## config.mk

```make
export PLATFORM = sky130hd
export DESIGN_NAME = irq_priority_sel
export DESIGN_NICKNAME = d
export VERILOG_FILES = /design/src/rtl/irq_sel_pkg.sv /design/src/rtl/irq_soft_level.sv /design/src/rtl/irq_pend_bank.sv /design/src/rtl/irq_post_counter.sv /design/src/rtl/irq_arbiter.sv /design/src/rtl/irq_priority_sel.sv
export SDC_FILE = /design/constraint.sdc
export NUM_CORES = 1
export LEC_CHECK = 0
export BUFFER_PORTS_ARGS = -buffer_cell sky130_fd_sc_hd__buf_2
export CAP_MARGIN = 20
export CELL_PAD_IN_SITES_DETAIL_PLACEMENT = 0
export CELL_PAD_IN_SITES_GLOBAL_PLACEMENT = 1
export CORE_ASPECT_RATIO = 1.5
export CORE_MARGIN = 2
export CORE_UTILIZATION = 40
export DETAILED_ROUTE_END_ITERATION = 6
export PLACE_DENSITY = 0.87
export SYNTH_ARGS = -nofsm -noshare
export SYNTH_HDL_FRONTEND = slang
export SYNTH_SLANG_ARGS = --single-unit
```

## constraint.sdc

```tcl
create_clock -name clk -period 3.3 [get_ports clk]
set_input_delay 0.165 -clock clk [delete_from_list [all_inputs] [get_ports clk]]
set_output_delay 0.165 -clock clk [all_outputs]
set_load 0.05 [all_outputs]
```

## src/rtl/irq_sel_pkg.sv

```systemverilog
package irq_sel_pkg;

  localparam int NUM_SRC = 7;
  localparam int CAUSE_W = 3;

  // source slot in the pending vector
  localparam int SRC_TLZ   = 0;
  localparam int SRC_HTICK = 1;
  localparam int SRC_VEC   = 2;
  localparam int SRC_CPUQ  = 3;
  localparam int SRC_DEVQ  = 4;
  localparam int SRC_RERR  = 5;
  localparam int SRC_SOFT  = 6;

  // cause code is source slot plus one, zero means nothing offered
  typedef enum logic [CAUSE_W-1:0] {
    CAUSE_NONE  = 3'd0,
    CAUSE_TLZ   = 3'd1,
    CAUSE_HTICK = 3'd2,
    CAUSE_VEC   = 3'd3,
    CAUSE_CPUQ  = 3'd4,
    CAUSE_DEVQ  = 3'd5,
    CAUSE_RERR  = 3'd6,
    CAUSE_SOFT  = 3'd7
  } cause_e;

endpackage

```

## src/rtl/irq_soft_level.sv

```systemverilog
module irq_soft_level #(
  parameter int SOFT_W = 16,
  parameter int LVL_W  = $clog2(SOFT_W)
) (
  input  logic              clk,
  input  logic              rst_n,
  input  logic [SOFT_W-1:0] soft_reg_i,
  output logic [LVL_W-1:0]  level_o,
  output logic              others_o
);

  logic [SOFT_W-1:0] rest;

  // highest set bit above bit 0; bit 0 never forms a level
  always_comb begin
    level_o = '0;
    for (int i = 1; i < SOFT_W; i++) begin
      if (soft_reg_i[i]) level_o = LVL_W'(i);
    end
  end

  // anything left once the chosen level and bit 0 are masked away
  always_comb begin
    rest          = soft_reg_i;
    rest[0]       = 1'b0;
    rest[level_o] = 1'b0;
    others_o      = |rest;
  end

  a_r7_level_is_set_bit: assert property (@(posedge clk) disable iff (!rst_n)
    (level_o != '0) |-> soft_reg_i[level_o]);

  a_r7_nothing_above: assert property (@(posedge clk) disable iff (!rst_n)
    ((soft_reg_i >> level_o) >> 1) == '0);

  a_r9_others_means_more: assert property (@(posedge clk) disable iff (!rst_n)
    others_o |-> ($countones(soft_reg_i[SOFT_W-1:1]) >= 2));

endmodule

```

## src/rtl/irq_pend_bank.sv

```systemverilog
module irq_pend_bank #(
  parameter int N = 7
) (
  input  logic         clk,
  input  logic         rst_n,
  input  logic [N-1:0] post_i,
  input  logic [N-1:0] clr_i,
  output logic [N-1:0] flags_o
);

  logic [N-1:0] flag_d;
  logic [N-1:0] flag_en;

  for (genvar g = 0; g < N; g++) begin : g_slot
    // a post wins over a clear in the same cycle
    always_comb begin
      flag_en[g] = post_i[g] | clr_i[g];
      flag_d[g]  = post_i[g];
    end

    always_ff @(posedge clk or negedge rst_n) begin
      if (!rst_n)          flags_o[g] <= 1'b0;
      else if (flag_en[g]) flags_o[g] <= flag_d[g];
    end

    a_r2_post_sets: assert property (@(posedge clk) disable iff (!rst_n)
      post_i[g] |=> flags_o[g]);

    a_r11_take_clears: assert property (@(posedge clk) disable iff (!rst_n)
      (clr_i[g] && !post_i[g]) |=> !flags_o[g]);

    a_r11_idle_holds: assert property (@(posedge clk) disable iff (!rst_n)
      (!clr_i[g] && !post_i[g]) |=> $stable(flags_o[g]));
  end

endmodule

```

## src/rtl/irq_post_counter.sv

```systemverilog
module irq_post_counter #(
  parameter int N     = 7,
  parameter int CNT_W = $clog2(N + 1)
) (
  input  logic         clk,
  input  logic         rst_n,
  input  logic [N-1:0] post_i,
  input  logic [N-1:0] flags_i,
  input  logic [N-1:0] clr_i,
  output logic         any_pending_o
);

  logic [CNT_W-1:0] cnt_q;
  logic [CNT_W-1:0] cnt_d;
  logic [CNT_W-1:0] inc;
  logic             dec;
  logic             cnt_en;

  // a post counts only when it creates a new pending entry
  always_comb begin
    inc = '0;
    for (int i = 0; i < N; i++) begin
      if (post_i[i] && (!flags_i[i] || clr_i[i])) inc = inc + CNT_W'(1);
    end
    dec    = |clr_i;
    cnt_en = (inc != '0) || dec;
    cnt_d  = cnt_q + inc - CNT_W'(dec);
  end

  always_ff @(posedge clk or negedge rst_n) begin
    if (!rst_n)      cnt_q <= '0;
    else if (cnt_en) cnt_q <= cnt_d;
  end

  assign any_pending_o = (cnt_q != '0);

  a_r2_count_tracks: assert property (@(posedge clk) disable iff (!rst_n)
    int'(cnt_q) == $countones(flags_i));

  a_r2_no_overflow: assert property (@(posedge clk) disable iff (!rst_n)
    int'(cnt_q) <= N);

  a_r11_single_clear: assert property (@(posedge clk) disable iff (!rst_n)
    $onehot0(clr_i));

endmodule

```

## src/rtl/irq_arbiter.sv

```systemverilog
module irq_arbiter
  import irq_sel_pkg::*;
#(
  parameter int LVL_W     = 4,
  parameter int PIL_W     = 4,
  parameter int TL_W      = 3,
  parameter int VEC_SPLIT = 6
) (
  input  logic               clk,
  input  logic               rst_n,
  input  logic [NUM_SRC-1:0] flags_i,
  input  logic               hyp_i,
  input  logic               ie_i,
  input  logic               tlz_en_i,
  input  logic [TL_W-1:0]    tl_i,
  input  logic [LVL_W-1:0]   soft_lvl_i,
  input  logic               soft_others_i,
  input  logic [PIL_W-1:0]   pil_i,
  input  logic               take_i,
  output logic               valid_o,
  output cause_e             cause_o,
  output logic [LVL_W-1:0]   level_o,
  output logic [NUM_SRC-1:0] clr_o
);

  logic soft_low;
  logic soft_above;
  logic tlz_ok;

  always_comb begin
    soft_low   = int'(soft_lvl_i) < VEC_SPLIT;
    soft_above = int'(soft_lvl_i) > int'(pil_i);
    tlz_ok     = tlz_en_i && (tl_i == '0);
  end

  // mode-dependent priority chain
  always_comb begin
    cause_o = CAUSE_NONE;
    level_o = '0;
    if (hyp_i) begin
      if (ie_i) begin
        if (flags_i[SRC_HTICK])    cause_o = CAUSE_HTICK;
        else if (flags_i[SRC_VEC]) cause_o = CAUSE_VEC;
      end
    end else begin
      if (flags_i[SRC_TLZ] && tlz_ok) begin
        cause_o = CAUSE_TLZ;
      end else if (flags_i[SRC_HTICK]) begin
        cause_o = CAUSE_HTICK;
      end else if (ie_i && flags_i[SRC_CPUQ]) begin
        cause_o = CAUSE_CPUQ;
      end else if (ie_i && flags_i[SRC_DEVQ]) begin
        cause_o = CAUSE_DEVQ;
      end else if (ie_i && flags_i[SRC_SOFT] && soft_low && flags_i[SRC_VEC]) begin
        cause_o = CAUSE_VEC;
      end else if (ie_i && flags_i[SRC_SOFT] && soft_above) begin
        cause_o = CAUSE_SOFT;
        level_o = soft_lvl_i;
      end else if (flags_i[SRC_RERR]) begin
        cause_o = CAUSE_RERR;
      end
    end
    valid_o = (cause_o != CAUSE_NONE);
  end

  // clear strobe for the winning slot; soft keeps its flag while levels remain
  for (genvar g = 0; g < NUM_SRC; g++) begin : g_clr
    if (g == SRC_SOFT) begin : g_soft
      assign clr_o[g] = take_i && (cause_o == cause_e'(g + 1)) && !soft_others_i;
    end else begin : g_plain
      assign clr_o[g] = take_i && (cause_o == cause_e'(g + 1));
    end
  end

  a_r3_hyp_needs_ie: assert property (@(posedge clk) disable iff (!rst_n)
    (hyp_i && !ie_i) |-> !valid_o);

  a_r3_hyp_only_two: assert property (@(posedge clk) disable iff (!rst_n)
    (hyp_i && valid_o) |-> (cause_o == CAUSE_HTICK || cause_o == CAUSE_VEC));

  a_r4_tlz_gated: assert property (@(posedge clk) disable iff (!rst_n)
    (cause_o == CAUSE_TLZ) |-> (!hyp_i && tlz_en_i && tl_i == '0 && flags_i[SRC_TLZ]));

  a_r8_soft_above_pil: assert property (@(posedge clk) disable iff (!rst_n)
    (cause_o == CAUSE_SOFT) |-> (int'(level_o) > int'(pil_i)));

  a_r10_rerr_last: assert property (@(posedge clk) disable iff (!rst_n)
    (cause_o == CAUSE_RERR) |-> (!hyp_i && !flags_i[SRC_HTICK] && flags_i[SRC_RERR]));

  a_r12_level_only_soft: assert property (@(posedge clk) disable iff (!rst_n)
    (cause_o != CAUSE_SOFT) |-> (level_o == '0));

  a_r11_clear_needs_take: assert property (@(posedge clk) disable iff (!rst_n)
    (clr_o != '0) |-> (take_i && valid_o));

endmodule

```

## src/rtl/irq_priority_sel.sv

```systemverilog
module irq_priority_sel
  import irq_sel_pkg::*;
#(
  parameter int SOFT_W    = 16,
  parameter int PIL_W     = 4,
  parameter int TL_W      = 3,
  parameter int VEC_SPLIT = 6,
  parameter int LVL_W     = $clog2(SOFT_W)
) (
  input  logic               clk,
  input  logic               rst_n,
  input  logic [NUM_SRC-1:0] post_i,
  input  logic               hyp_priv_i,
  input  logic               int_en_i,
  input  logic               tlz_en_i,
  input  logic [TL_W-1:0]    trap_lvl_i,
  input  logic [SOFT_W-1:0]  soft_reg_i,
  input  logic [PIL_W-1:0]   pil_i,
  input  logic               take_i,
  output logic               any_pending_o,
  output logic               irq_valid_o,
  output logic [CAUSE_W-1:0] irq_cause_o,
  output logic [LVL_W-1:0]   irq_level_o
);

  localparam int SYNC_STAGES = 2;

  logic [SYNC_STAGES-1:0] rst_sync_q;
  logic [SYNC_STAGES-1:0] rst_sync_d;
  logic                   rst_int_n;

  logic [NUM_SRC-1:0] flags;
  logic [NUM_SRC-1:0] clr;
  logic [LVL_W-1:0]   soft_lvl;
  logic               soft_others;
  cause_e             cause;

  // reset asserts at once, releases after the sync chain fills
  always_comb rst_sync_d = {rst_sync_q[SYNC_STAGES-2:0], 1'b1};

  always_ff @(posedge clk or negedge rst_n) begin
    if (!rst_n) rst_sync_q <= '0;
    else        rst_sync_q <= rst_sync_d;
  end

  assign rst_int_n = rst_sync_q[SYNC_STAGES-1];

  irq_pend_bank #(.N(NUM_SRC)) u_bank (
    .clk     (clk),
    .rst_n   (rst_int_n),
    .post_i  (post_i),
    .clr_i   (clr),
    .flags_o (flags)
  );

  irq_post_counter #(.N(NUM_SRC)) u_count (
    .clk           (clk),
    .rst_n         (rst_int_n),
    .post_i        (post_i),
    .flags_i       (flags),
    .clr_i         (clr),
    .any_pending_o (any_pending_o)
  );

  irq_soft_level #(.SOFT_W(SOFT_W), .LVL_W(LVL_W)) u_soft (
    .clk        (clk),
    .rst_n      (rst_int_n),
    .soft_reg_i (soft_reg_i),
    .level_o    (soft_lvl),
    .others_o   (soft_others)
  );

  irq_arbiter #(
    .LVL_W     (LVL_W),
    .PIL_W     (PIL_W),
    .TL_W      (TL_W),
    .VEC_SPLIT (VEC_SPLIT)
  ) u_arb (
    .clk           (clk),
    .rst_n         (rst_int_n),
    .flags_i       (flags),
    .hyp_i         (hyp_priv_i),
    .ie_i          (int_en_i),
    .tlz_en_i      (tlz_en_i),
    .tl_i          (trap_lvl_i),
    .soft_lvl_i    (soft_lvl),
    .soft_others_i (soft_others),
    .pil_i         (pil_i),
    .take_i        (take_i),
    .valid_o       (irq_valid_o),
    .cause_o       (cause),
    .level_o       (irq_level_o),
    .clr_o         (clr)
  );

  assign irq_cause_o = cause;

  a_r1_idle_after_reset: assert property (@(posedge clk) disable iff (!rst_int_n)
    !any_pending_o |-> !irq_valid_o);

endmodule

```

Word-level counts from Yosys, hierarchy flattened
Index checks and enable logic that the tools add are counted.
W data, S select, Z words.
Operators by class
  add/sub/neg operators: 8
  $lt $le $gt $ge: 4
  equality and inequality tests: 7
  mux-type cells: 42
  bitwise operators: 9
  reduce and logical (&&, ||, !) cells: 46
Operators by type and width (count)
  $mux W3: 20
  $mux W4: 15
  $logic_and A1 B1 Y1: 24
  $and A16 B16 Y16: 1
  $not A16 Y16: 1
  $reduce_or A16 Y1: 1
  $add A3 B1 Y3 const B: 5
  $eq A3 B3 Y1 const B: 4
  $reduce_bool A3 Y1: 3
  $logic_not A1 Y1: 8
  $logic_or A1 B1 Y1: 8
  $or A1 B1 Y1: 7
  $reduce_or A7 Y1: 1
  $eq A3 B2 Y1 const B: 2
  $mux W2: 3
  $lt A4 B5 Y1 const B: 1
  $demux W1 S4: 1
  $ge A4 B1 Y1 const B: 1
  $gt A4 B4 Y1: 1
  $lt A4 B3 Y1 const B: 1
  $add A3 B3 Y3: 1
  $eq A3 B1 Y1 const B: 1
  $logic_not A3 Y1: 1
  $mux W1: 3
  other kinds (2): 2
Storage, ports and cells
  bits in registers: 12
  bits of input ports: 36

Logic depth before layout (Yosys ltp)
Gate-level depths: netlist of the first run.
  depth after elaboration: 43
  gate-level depth with buffers: 36
  depth with buffers taken out: 35

Modules after synthesis
A second synthesis of the first run with hierarchy kept.
Second synthesis, totals
  cell total of the unflattened synthesis: 229
  area total of the unflattened synthesis: 1899.3 um^2
Modules (own cells, without submodules)
  irq_post_counter: times used 1, cells each 99, area each 880.8 um^2, seq. area each 75.1 um^2
  irq_arbiter: times used 1, cells each 60, area each 414.1 um^2, seq. area each 0.0 um^2
  irq_soft_level: times used 1, cells each 46, area each 296.5 um^2, seq. area each 0.0 um^2
  irq_pend_bank: times used 1, cells each 21, area each 254.0 um^2, seq. area each 175.2 um^2
  irq_priority_sel: times used 1, cells each 3, area each 53.8 um^2, seq. area each 50.0 um^2

Worst setup path before layout of the first run
OpenSTA, ideal clock, no wires.
  path kind: in2reg
  start: input soft_reg_i[11]
  end: register u_count.cnt_q[2]
  library setup time: 0.140 ns
  arrival: 7.798 ns
  required time: 3.160 ns
  setup slack: -4.638 ns
  cell stages on the path: 36
  buffers on the path: 1
  cells stage by stage: nor2_1 > o311ai_1 > a211oi_1 > inv_1 > ha_1 > nor2b_1 > o211ai_1 > a21oi_2 > nor3_1 > nor2_1 > nor2_1 > a21boi_0 > nand2b_1 > inv_1 > ha_1 > buf_1 > nor2_1 > a21oi_1 > o221ai_1 > or3_4 > ha_1 > nor2_1 > a21oi_1 > o221ai_1 > o31ai_1 > and3_1 > o32ai_1 > or2_2 > ha_1 > mux2i_1 > ha_1 > fa_1 > xor2_1 > and2_1 > mux2i_1 > o2111ai_1
Between the ends
  longest elaborated chain between the ends: 33
Ends and longest elaborated chain
  from (decl): line irq_priority_sel.sv:17  | input logic [SOFT_W-1:0] soft_reg_i,
  $mux W4 (*) (5 in a row): line irq_soft_level.sv:18  | if (soft_reg_i[i]) level_o = LVL_W'(i);
  $gt A4 B4 Y1 or $lt A4 B3 Y1 (tied branches): line irq_arbiter.sv:32, irq_arbiter.sv:31
  $logic_and A1 B1 Y1, on equally long branches: line irq_arbiter.sv:56, irq_arbiter.sv:54
  $mux W3 or $logic_and A1 B1 Y1 (tied branches): line irq_arbiter.sv:56, irq_arbiter.sv:54
  $mux W3 (*): line irq_arbiter.sv:54  | end else if (ie_i && flags_i[SRC_SOFT] && soft_low && flags_i[SRC_VEC]) begin
  $mux W3 (*): line irq_arbiter.sv:52  | end else if (ie_i && flags_i[SRC_DEVQ]) begin
  $mux W3 (*): line irq_arbiter.sv:50  | end else if (ie_i && flags_i[SRC_CPUQ]) begin
  $mux W3 (*): line irq_arbiter.sv:48  | end else if (flags_i[SRC_HTICK]) begin
  [... 2 more ...]
  net irq_cause_o[0]: line irq_priority_sel.sv:22  | output logic [CAUSE_W-1:0] irq_cause_o,
  [... 11 more ...]
  $add A3 B1 Y3: line irq_post_counter.sv:23  | if (post_i[i] && (!flags_i[i] || clr_i[i])) inc = inc + CNT_W'(1);
  $mux W3: line irq_post_counter.sv:23
  $add A3 B1 Y3: line irq_post_counter.sv:23
  $mux W3: line irq_post_counter.sv:23
  $add A3 B1 Y3: line irq_post_counter.sv:23
  $mux W3: line irq_post_counter.sv:23
  $add A3 B3 Y3 or $reduce_bool A3 Y1 (tied branches): line irq_post_counter.sv:27, irq_post_counter.sv:26
  $sub A3 B1 Y3 or $logic_or A1 B1 Y1 (tied branches): line irq_post_counter.sv:27, irq_post_counter.sv:26
  to (signal assigned): line irq_post_counter.sv:32  | else if (cnt_en) cnt_q <= cnt_d;
  to (decl): line irq_post_counter.sv:13  | logic [CNT_W-1:0] cnt_q;
Mark *: on every way through the listed nets, which the timed path passes. The rest lies on a longest branch.
A chain may end at the register's enable or synchronous reset.

Worst setup path in the final report of the first run
  start: input soft_reg_i[10]
  end: register u_count.cnt_q[2]
Between the ends
  longest elaborated chain between the ends: 34
Ends and longest elaborated chain (line)
  $mux W4 (6 in a row): irq_soft_level.sv:18
  $gt A4 B4 Y1 or $lt A4 B3 Y1 (tied branches): irq_arbiter.sv:32, irq_arbiter.sv:31
  $logic_and A1 B1 Y1, on equally long branches: irq_arbiter.sv:56, irq_arbiter.sv:54
  $mux W3 or $logic_and A1 B1 Y1 (tied branches): irq_arbiter.sv:56, irq_arbiter.sv:54
  $mux W3: irq_arbiter.sv:54
  $mux W3: irq_arbiter.sv:52
  $mux W3: irq_arbiter.sv:50
  $mux W3: irq_arbiter.sv:48
  [... 13 more ...]
  $add A3 B1 Y3: irq_post_counter.sv:23
  $mux W3: irq_post_counter.sv:23
  $add A3 B1 Y3: irq_post_counter.sv:23
  $mux W3: irq_post_counter.sv:23
  $add A3 B1 Y3: irq_post_counter.sv:23
  $mux W3: irq_post_counter.sv:23
  $add A3 B3 Y3 or $reduce_bool A3 Y1 (tied branches): irq_post_counter.sv:27, irq_post_counter.sv:26
  $sub A3 B1 Y3 or $logic_or A1 B1 Y1 (tied branches): irq_post_counter.sv:27, irq_post_counter.sv:26
Parallel ways exist; a longest one is shown, timed or not.

==> results.cfg, run 1 <==
[cts]
cts_tree = built
clock_latency_ns = 0.24
cts_buffers = 3
cts-root-buf = clkbuf_8
clk_pin_slew_worst_paths_ns = 0.06
cts_sinks = 12
cts_buffer_depth = 2
cts-htree-levels = 1

[routing]
wl_met2_mm = 4.33
wirelength_mm = 7.52
route.detailed.drc = 0
vias_per_cell = 5.45
highest_layer = met4
wl_met3_um = 212
wl_met1_mm = 2.56
drt_iter0_markers = 55
vias = 2639
ant_nets = 0
wl_per_cell_um = 15.5
first_pass_iters = 4

[die]
die_w_um = 63.6
core_um2 = 5120
die-area_um2 = 5940
rows = 32
ios = 45
start_util = 0.416
die_height_um = 93.4

[timing]
rsz0062_at_grt = yes
setup_viol_count_final = 3
final.setup.tns_ns = -8.38
finalHoldViolations = 0
setup_slack_ns = -3.06
skew_ns = 0.00784
fmax_mhz = 157
drv_slew = 0
period_minus_slack_ns = 6.36
period_share = 1.93

[layout]
final_area_um2 = 3600
final_nets = 468
fin_util = 0.702
nFillCells = 425
drive_gt1_frac = 0.553
antenna_cells = 0
syn_to_final_growth_pct = 68.8

[power]
p_per_area_nw_per_um2 = 276
internal-power_uw = 597
net-switching-power_uw = 394
pwr-share-comb = 0.639
clkPwrFrac = 0.167
total_leakage_power_uw = 0.00165
netSwitchingFraction = 0.398
seq_power_share = 0.194
finalPower_uw = 992
ir_drop_mv = 0.398

[logic_synthesis]
synthTopCellsByCount = 26 x nand2_1, 25 x nor2_1, 21 x inv_1
syn-instance-count = 260
yosys.cell_types.count = 85
synthTopCellsByArea = dfrtp_1 14%, ha_1 8.2%, nand2_1 4.6%
ys_ff_latch = 12
synth_edf_count = 0
yosysMostFrequentCell = nand2_1
synthArstFlopShare = 1.00
synth_area_um2 = 2130
syn_avg_cell_area_um2 = 8.20
post-synth-top-area-fraction = 0.141
yosys_most_used_dff = dfrtp_1
synth_nets = 311
synth.largest_area_cell = dfrtp_1
ys_warn_count = 0
synth_seq_area_share = 0.141

[worst_hold_path]
min_path_type = in2reg

[placed_design]
dp_hpwl_mm = 6.21
globalplace.congestion = 0.930
detailedPlace.worstSlack_ns = -3.43
place_area_um2 = 3350
numPortBuffers = 43

[global_routing]
antenna_found_initial = 0
grt_pass1_vias = 2722
overflow = 0
grt_usage = 0.257
grt_max_degree = 11
grt_pass1_wl_mm = 12.1

[run]
drv_cap = 0

[setup_path]
critPathKind = in2reg
worstPathArrival_ns = 6.47
max_stage_delay_ns = 0.36
cp_data_required_time_ns = 3.41
crit_path_end_kind = flip-flop
cp_common_cell = ha_4
critPathLaunchType = input port
critPathMaxFanout = 7
slowest_stage = or3_4

[run_status]
failed_checks = setup timing
outcome = finished, violations left
through the flow:
step	hold WS (ns)	std cells
final	0.155	484
after detailed placement	-0.0490	472
after global routing	0.145	484
after CTS	0.153	481
after global placement	-0.0498	472
after floorplan	-0.131	260
cells by family (layout without fill, tap and decap cells):
family | after synthesis | in the layout | share of synthesized area
AOI/OAI and AO/OA | 67 | 67 | 0.272
muxes | 6 | 6 | 0.0370
adders and majority gates | 16 | 16 | 0.0962
xor gates and xnor gates | 10 | 10 | 0.0739
and+or+nand+nor | 120 | 120 | 0.325
DFF | 12 | 12 | 0.141
other | 1 | 1 | 0.00176
buffers and inverters | 28 | 184 | 0.0534
what timing repair did:
action	in CTS	in global routing
endpoints found under the hold margin	2	0
endpoints found under the setup margin	6	6
hold buffers	1	0
pin swaps	11	5
gates resized for setup	13	15
buffers inserted	4	3
power by group through the flow:
stage	sequential, uW	clock (uW)	combinational [uW]
6_report	193	165	633
3_5_place_dp	196	0	603
3_3_place_gp	194	0	584
2_1_floorplan	189	0	387
4_1_cts	193	167	619
5_1_grt	197	174	690
routing by layer:
layer,track usage,vias up
met3,0.0217,31
met4,0.154,0
met2,0.524,81
met1,0.238,1247
met5,0,-
li1,-,1280
worst max-delay path: cells and delay by family:
kind / cells / cell delay [ns]
buffers and inverters: 4 / 0.42
adder cells (fa/ha/maj): 6 / 1.76
AND/OR/NAND/NOR: 12 / 1.75
AO/OA/AOI/OAI: 12 / 1.96
XOR/XNOR: 1 / 0.16
multiplexers: 2 / 0.25
cell type report:
cell class,count,area (um^2),share of cell area
inverter,24,100,0.0278
clock buffer,4,55.1,0.0153
timing repair buffer,156,1090,0.303
tap,68,85.1,0.0236
multi-input combinational,220,1970,0.547
sequential,12,300,0.0834
final timing paths:
path	startpoint	to	slack (ns)	cells past startpoint
worst max-delay path	soft_reg_i[10]	u_count.cnt_q[2]$_DFFE_PN0P_	-3.06	37
max in group asynchronous	rst_sync_q[1]$_DFF_PN0_	u_bank.flags_o[0]$_DFFE_PN0P_	2.77	0
worst max register to register	u_bank.flags_o[0]$_DFFE_PN0P_	u_count.cnt_q[2]$_DFFE_PN0P_	-2.44	29
worst min register to register	rst_sync_q[1]$_DFF_PN0_	u_count.cnt_q[2]$_DFFE_PN0P_	0.19	0
min in group asynchronous	rst_sync_q[1]$_DFF_PN0_	u_count.cnt_q[2]$_DFFE_PN0P_	0.19	0
worst min-delay path	post_i[5]	u_bank.flags_o[5]$_DFFE_PN0P_	0.16	3
placed cells by master, fill, tap and decap left out, drive strengths merged, types with 3 or more instances in the layout:
cell,netlist,layout
ha,14,14
a31oi,3,3
o311ai,4,4
and3,3,3
nor2,25,25
or2,8,8
o2111ai,3,3
buf,2,155
a21oi,10,10
o31ai,5,5
nand2,26,26
clkbuf,2,4
xor2,4,4
xnor2,4,4
mux2i,3,3
dfrtp,12,12
nor4,6,6
o21ai,9,9
inv,24,24
or3,4,4
nand2b,12,12
nand3,12,12
and2,4,4
o211ai,4,4
a211oi,3,3
nor2b,4,4
o22ai,3,3
nor3,6,6
nand4,4,4
state kept, by name (all words and copies together) (netlist names):
register / cells
rst_sync_q: 2
u_bank.flags_o: 7
u_count.cnt_q: 3
No activity file was read; power rests on OpenSTA's default activity.
==> run 2, diff against run 1 <==
--- a/config.mk
+++ b/config.mk
@@ -13,7 +13,9 @@
 export CORE_MARGIN = 2
 export CORE_UTILIZATION = 40
 export DETAILED_ROUTE_END_ITERATION = 6
-export PLACE_DENSITY = 0.87
+export MAX_ROUTING_LAYER = met4
+export PLACE_DENSITY = 0.89
 export SYNTH_ARGS = -nofsm -noshare
 export SYNTH_HDL_FRONTEND = slang
+export SYNTH_HIERARCHICAL = 1
 export SYNTH_SLANG_ARGS = --single-unit
==> run 2 against run 1 <==
  * The run still ends with setup timing left
  * Total power fell by 14%
  * Routed wire length decreased by 17%
  * Synthesized cell count shrank 12%
  * Critical endpoint is now u_count/cnt_q[2]$_DFFE_PN0P_
  * Largest cell class unchanged
  * Highest routed layer unchanged
==> results.cfg, run 2 <==
[run]
drv_cap = 0

[logic_synthesis]
post-synth-top-area-fraction = 0.158
yosys_most_used_dff = dfrtp_1
synth_seq_area_share = 0.158
synthArstFlopShare = 1.00
synth_area_um2 = 1900
synthTopCellsByArea = dfrtp_1 16%, ha_1 9.2%, inv_1 6.3%
syn-instance-count = 229
yosysMostFrequentCell = inv_1
synth_edf_count = 0
synth.largest_area_cell = dfrtp_1
ys_warn_count = 6
syn_avg_cell_area_um2 = 8.29
yosys.cell_types.count = 65
synth_nets = 280
ys_ff_latch = 12
synthTopCellsByCount = 32 x inv_1, 15 x nor2_1, 14 x ha_1

[worst_hold_path]
whs_endpoint = u_bank/flags_o[5]$_DFFE_PN0P_
min_path_type = in2reg
hold_depth = 2
hp-start = post_i[5]

[setup_path]
worstPathArrival_ns = 5.81
critPathKind = in2reg
rr_worst_depth = 25
r2r-end = u_count/cnt_q[2]$_DFFE_PN0P_
r2r_slack_ns = -1.85
max_stage_delay_ns = 0.33
critPathLaunchType = input port
r2r_start = u_bank/flags_o[2]$_DFFE_PN0P_
critPathMaxFanout = 6
slowest_stage = o211ai_1
cp_data_required_time_ns = 3.47
crit_path_end_kind = flip-flop

[routing]
vias_per_cell = 5.29
wl_per_cell_um = 14.6
vias = 2260
wirelength_mm = 6.25
first_pass_iters = 4
ant_nets = 0
drt_iter0_markers = 83
route.detailed.drc = 0

[cts]
cts_buffers = 3
clk_pin_slew_worst_paths_ns = 0.05
cts-root-buf = clkbuf_8
cts_tree = built
cts_sinks = 12
cts-htree-levels = 1
clock_latency_ns = 0.25
cts_buffer_depth = 2

[die]
die_height_um = 88.4
core_um2 = 4540
ios = 45
die-area_um2 = 5330
rows = 30
start_util = 0.418
die_w_um = 60.3

[timing]
fmax_mhz = 177
finalHoldViolations = 0
final.setup.tns_ns = -6.62
setup_slack_ns = -2.34
hold_slack_ns = 0.112
period_share = 1.71
drv_slew = 0
period_minus_slack_ns = 5.64
worst_slew_pin_slew_ns = 0.481
rsz0062_at_grt = yes
max_slew_margin = 0.675
setup_viol_count_final = 3
skew_ns = 0.00559

[global_routing]
grt_pass1_vias = 2300
overflow = 0
grt_max_degree = 11
antenna_found_initial = 0
grt_pass1_wl_mm = 9.74
grt_usage = 0.249

[layout]
top_register = u_bank/flags_o
final_nets = 415
final_common_cell = buf_4
antenna_cells = 0
largest_register_ffs = 7
reg.largest.list = u_bank/flags_o: 7 flops, u_count/cnt_q: 3 flops, rst_sync_q: 2 flops
drive_gt1_frac = 0.540
syn_to_final_growth_pct = 64.7
most-common-layout-cells = 87 x buf_4, 41 x buf_2, 28 x inv_1
stdcell_count = 427

[placed_design]
place_inst = 413
numPortBuffers = 43
dp_hpwl_mm = 4.98
detailedPlace.worstSlack_ns = -2.60
globalplace.congestion = 0.891

[run_status]
outcome = finished, violations left
failed_checks = setup timing

[power]
finalPower_uw = 857
ir_drop_mv = 0.270
p_per_area_nw_per_um2 = 274
total_leakage_power_uw = 0.00150
[run 2: cell count changes after synthesis, moves of 4 or more]
cell	change
nor2_1	-10
nand3_1	-4
inv_1	+11
nand2b_1	-7
a21o_1	+7
and2_1	-4
nand2_1	-20
o21ai_0	+6
a211o_1	+4
[run 2: what timing repair did]
item                                   CTS  global route
setup buffers                            5             5
pin swaps                               16            11
endpoints found under the hold margin    2             0
setup endpoints to repair                3             3
hold buffers                             1             0
resized for setup                       11            17
[run 2: cell families (layout without fill, tap and decap cells)]
kind of cell | count (synthesis) | count (layout) | share of synthesized area
other | 1 | 1 | 0.00197
AOI/OAI and AO/OA | 75 | 75 | 0.291
buffers and inverters | 35 | 169 | 0.0777
xor gates and xnor gates | 13 | 13 | 0.0837
and+or+nand+nor | 75 | 75 | 0.264
DFF | 12 | 12 | 0.158
muxes | 3 | 3 | 0.0211
adders and majority gates | 15 | 15 | 0.103
[run 2: area by class of cell]
class / instances / area [um^2]
Sequential cell: 12 / 300
Multi-Input combinational cell: 182 / 1670
Tap cell: 64 / 80.1
Fill cell: 369 / 1410
Clock buffer: 4 / 55.1
Timing Repair Buffer: 132 / 902
Inverter: 33 / 124
[run 2: worst max-delay path by stage]
stage / to / cells after the start / start / slack (ns)
finish: u_count/cnt_q[2]$_DFFE_PN0P_ / 35 / soft_reg_i[1] / -2.34
global route: u_count/cnt_q[2]$_DFFE_PN0P_ / 35 / soft_reg_i[1] / -2.53
CTS: u_count/cnt_q[2]$_DFFE_PN0P_ / 34 / soft_reg_i[2] / -2.20
detailed placement: u_count/cnt_q[2]$_DFFE_PN0P_ / 33 / soft_reg_i[9] / -2.60
global placement: u_count/cnt_q[2]$_DFFE_PN0P_ / 33 / soft_reg_i[4] / -2.51
floorplan: u_count/cnt_q[2]$_DFFE_PN0P_ / 31 / soft_reg_i[2] / -2.28
[run 2: metal layers]
metal,share of wire,global-route usage
met5,0,-
met4,0.042,0.129
met3,0.028,0.0132
met2,0.57,0.490
met1,0.36,0.227
[run 2: where the power goes]
part | total (uW) | switching, uW | internal, uW
clock network | 165 | 59.1 | 106
logic | 500 | 241 | 259
registers | 192 | 19.4 | 172
[run 2: critical path: cells and delay by family]
family          cells  cell delay (ns)
compound gates     11             2.03
xor+xnor            3             0.44
fa+ha+maj           6             1.25
buf+inv             6             0.54
simple gates        9             1.38
[run 2: stage by stage]
stage	utilization	area [um^2]
after floorplan	-	2010
after global placement	0.632	2870
after detailed placement	0.632	2870
after CTS	0.665	3020
after global routing	0.689	3130
final	0.689	3130
==> run 3, diff against run 2 <==
--- a/config.mk
+++ b/config.mk
@@ -13,7 +13,6 @@
 export CORE_MARGIN = 2
 export CORE_UTILIZATION = 40
 export DETAILED_ROUTE_END_ITERATION = 6
-export MAX_ROUTING_LAYER = met4
 export PLACE_DENSITY = 0.89
 export SYNTH_ARGS = -nofsm -noshare
 export SYNTH_HDL_FRONTEND = slang
==> run 3 against run 2 <==
  * The run still ends with setup timing left
  * Total power about the same
  * Die area unchanged
  * Sequential share of layout area is the same
  * Cell count unchanged
  * Global-route usage is 0.72 points lower
  * Critical path depth unchanged
  * Register-to-register slack hardly changed
  * Non-clock buffer count stayed put
  * Worst hold slack hardly changed
  * Critical path type unchanged
  * Largest power group unchanged
==> results.cfg, run 3 (synthesis results as in run 2) <==
[timing]
hold_slack_ns = 0.113
drv_slew = 0
skew_ns = 0.00509
finalHoldViolations = 0
period_share = 1.71
setup_slack_ns = -2.34
period_minus_slack_ns = 5.64
rsz0062_at_grt = yes
setup_viol_count_final = 3
fmax_mhz = 177
final.setup.tns_ns = -6.62

[layout]
largest_register_ffs = 7
nFillCells = 369
drive_gt1_frac = 0.540
seq_area_um2 = 300
syn_to_final_growth_pct = 64.7
final_nets = 415
antenna_cells = 0
most-common-layout-cells = 87 x buf_4, 41 x buf_2, 28 x inv_1
final_common_cell = buf_4
stdcell_count = 427
multi_input_area_um2 = 1670
top_register = u_bank/flags_o
reg.largest.list = u_bank/flags_o: 7 flops, u_count/cnt_q: 3 flops, rst_sync_q: 2 flops
fin_util = 0.689

[routing]
vias_per_cell = 5.34
vias = 2279
ant_nets = 0
drt_iter0_markers = 89
wirelength_mm = 6.27
first_pass_iters = 5
route.detailed.drc = 0
wl_per_cell_um = 14.7

[power]
p_per_area_nw_per_um2 = 274
total_leakage_power_uw = 0.00150
ir_drop_mv = 0.269
finalPower_uw = 857

[setup_path]
slowest_stage = o211ai_1
max_stage_delay_ns = 0.33
setup.worst_path.start = soft_reg_i[1]
crit_buf_inv = 6
crit_family = compound AO/OA/AOI/OAI gates
crit_path_end_kind = flip-flop
critPathKind = in2reg
worstPathArrival_ns = 5.81
critPathLaunchType = input port
cp_data_required_time_ns = 3.47
critPathMaxFanout = 6
r2r_start = u_bank/flags_o[2]$_DFFE_PN0P_

[cts]
cts-root-buf = clkbuf_8
cts-htree-levels = 1
clk_pin_slew_worst_paths_ns = 0.05
cts_buffer_depth = 2
cts_buffers = 3
cts_sinks = 12
cts_tree = built
clock_latency_ns = 0.25

[worst_hold_path]
min_path_type = in2reg
hp-start = post_i[5]

[global_routing]
overflow = 0
antenna_found_initial = 0
grt_usage = 0.241
grt_max_degree = 11
grt_pass1_vias = 2301
grt_pass1_wl_mm = 9.75

[placed_design]
dp_hpwl_mm = 4.98
globalplace.congestion = 0.877
numPortBuffers = 43
place_inst = 413

[die]
start_util = 0.418
core_um2 = 4540
ios = 45
die_height_um = 88.4
die-area_um2 = 5330
die_w_um = 60.3
rows = 30

[run_status]
outcome = finished, violations left
failed_checks = setup timing

[run]
drv_cap = 0
-- run 3: cell counts in the layout (fill, tap and decap cells not counted) --
Identical to the previous run, type by type.
-- run 3: routing by layer --
layer	global-route usage	wire length, um	up-vias
met2	0.490	3580	76
met5	0	0	-
met1	0.227	2230	1072
li1	-	-	1111
met4	0.129	261	0
met3	0.0132	192	20
-- run 3: final timing paths --
check	endpoint	slack, ns	cells after the start
max in group asynchronous	u_bank/flags_o[6]$_DFFE_PN0P_	2.79	0
worst max register to register	u_count/cnt_q[2]$_DFFE_PN0P_	-1.86	25
min in group asynchronous	u_bank/flags_o[4]$_DFFE_PN0P_	0.18	0
worst min register to register	u_bank/flags_o[4]$_DFFE_PN0P_	0.18	0
worst max-delay path	u_count/cnt_q[2]$_DFFE_PN0P_	-2.34	35
worst min-delay path	u_bank/flags_o[5]$_DFFE_PN0P_	0.11	2
-- run 3: power by group --
group          internal, uW  switching [uW]
Sequential              172            19.2
Combinational           259             241
Clock                   106            60.2
Total                   537             320
-- run 3: layout make-up --
class | count | share of cell area
repair buffers | 132 | 0.288
multi-input cells | 182 | 0.533
clock buffers | 4 | 0.0176
well taps | 64 | 0.0256
inverters | 33 | 0.0396
flip-flops and latches | 12 | 0.0960
-- run 3: metrics by stage --
step / setup WS [ns] / cell area (um^2)
CTS: -2.20 / 3020
finish: -2.34 / 3130
floorplan: -2.28 / 2010
detailed placement: -2.60 / 2870
global route: -2.53 / 3130
global placement: -2.51 / 2870
-- run 3: timing repair --
action	4_1_cts	5_1_grt
pin swaps	16	11
setup buffers	5	5
cloned	0	0
hold buffers	1	0
endpoints found under the setup margin	3	3
endpoints found under the hold margin	2	0
resized for setup	11	17
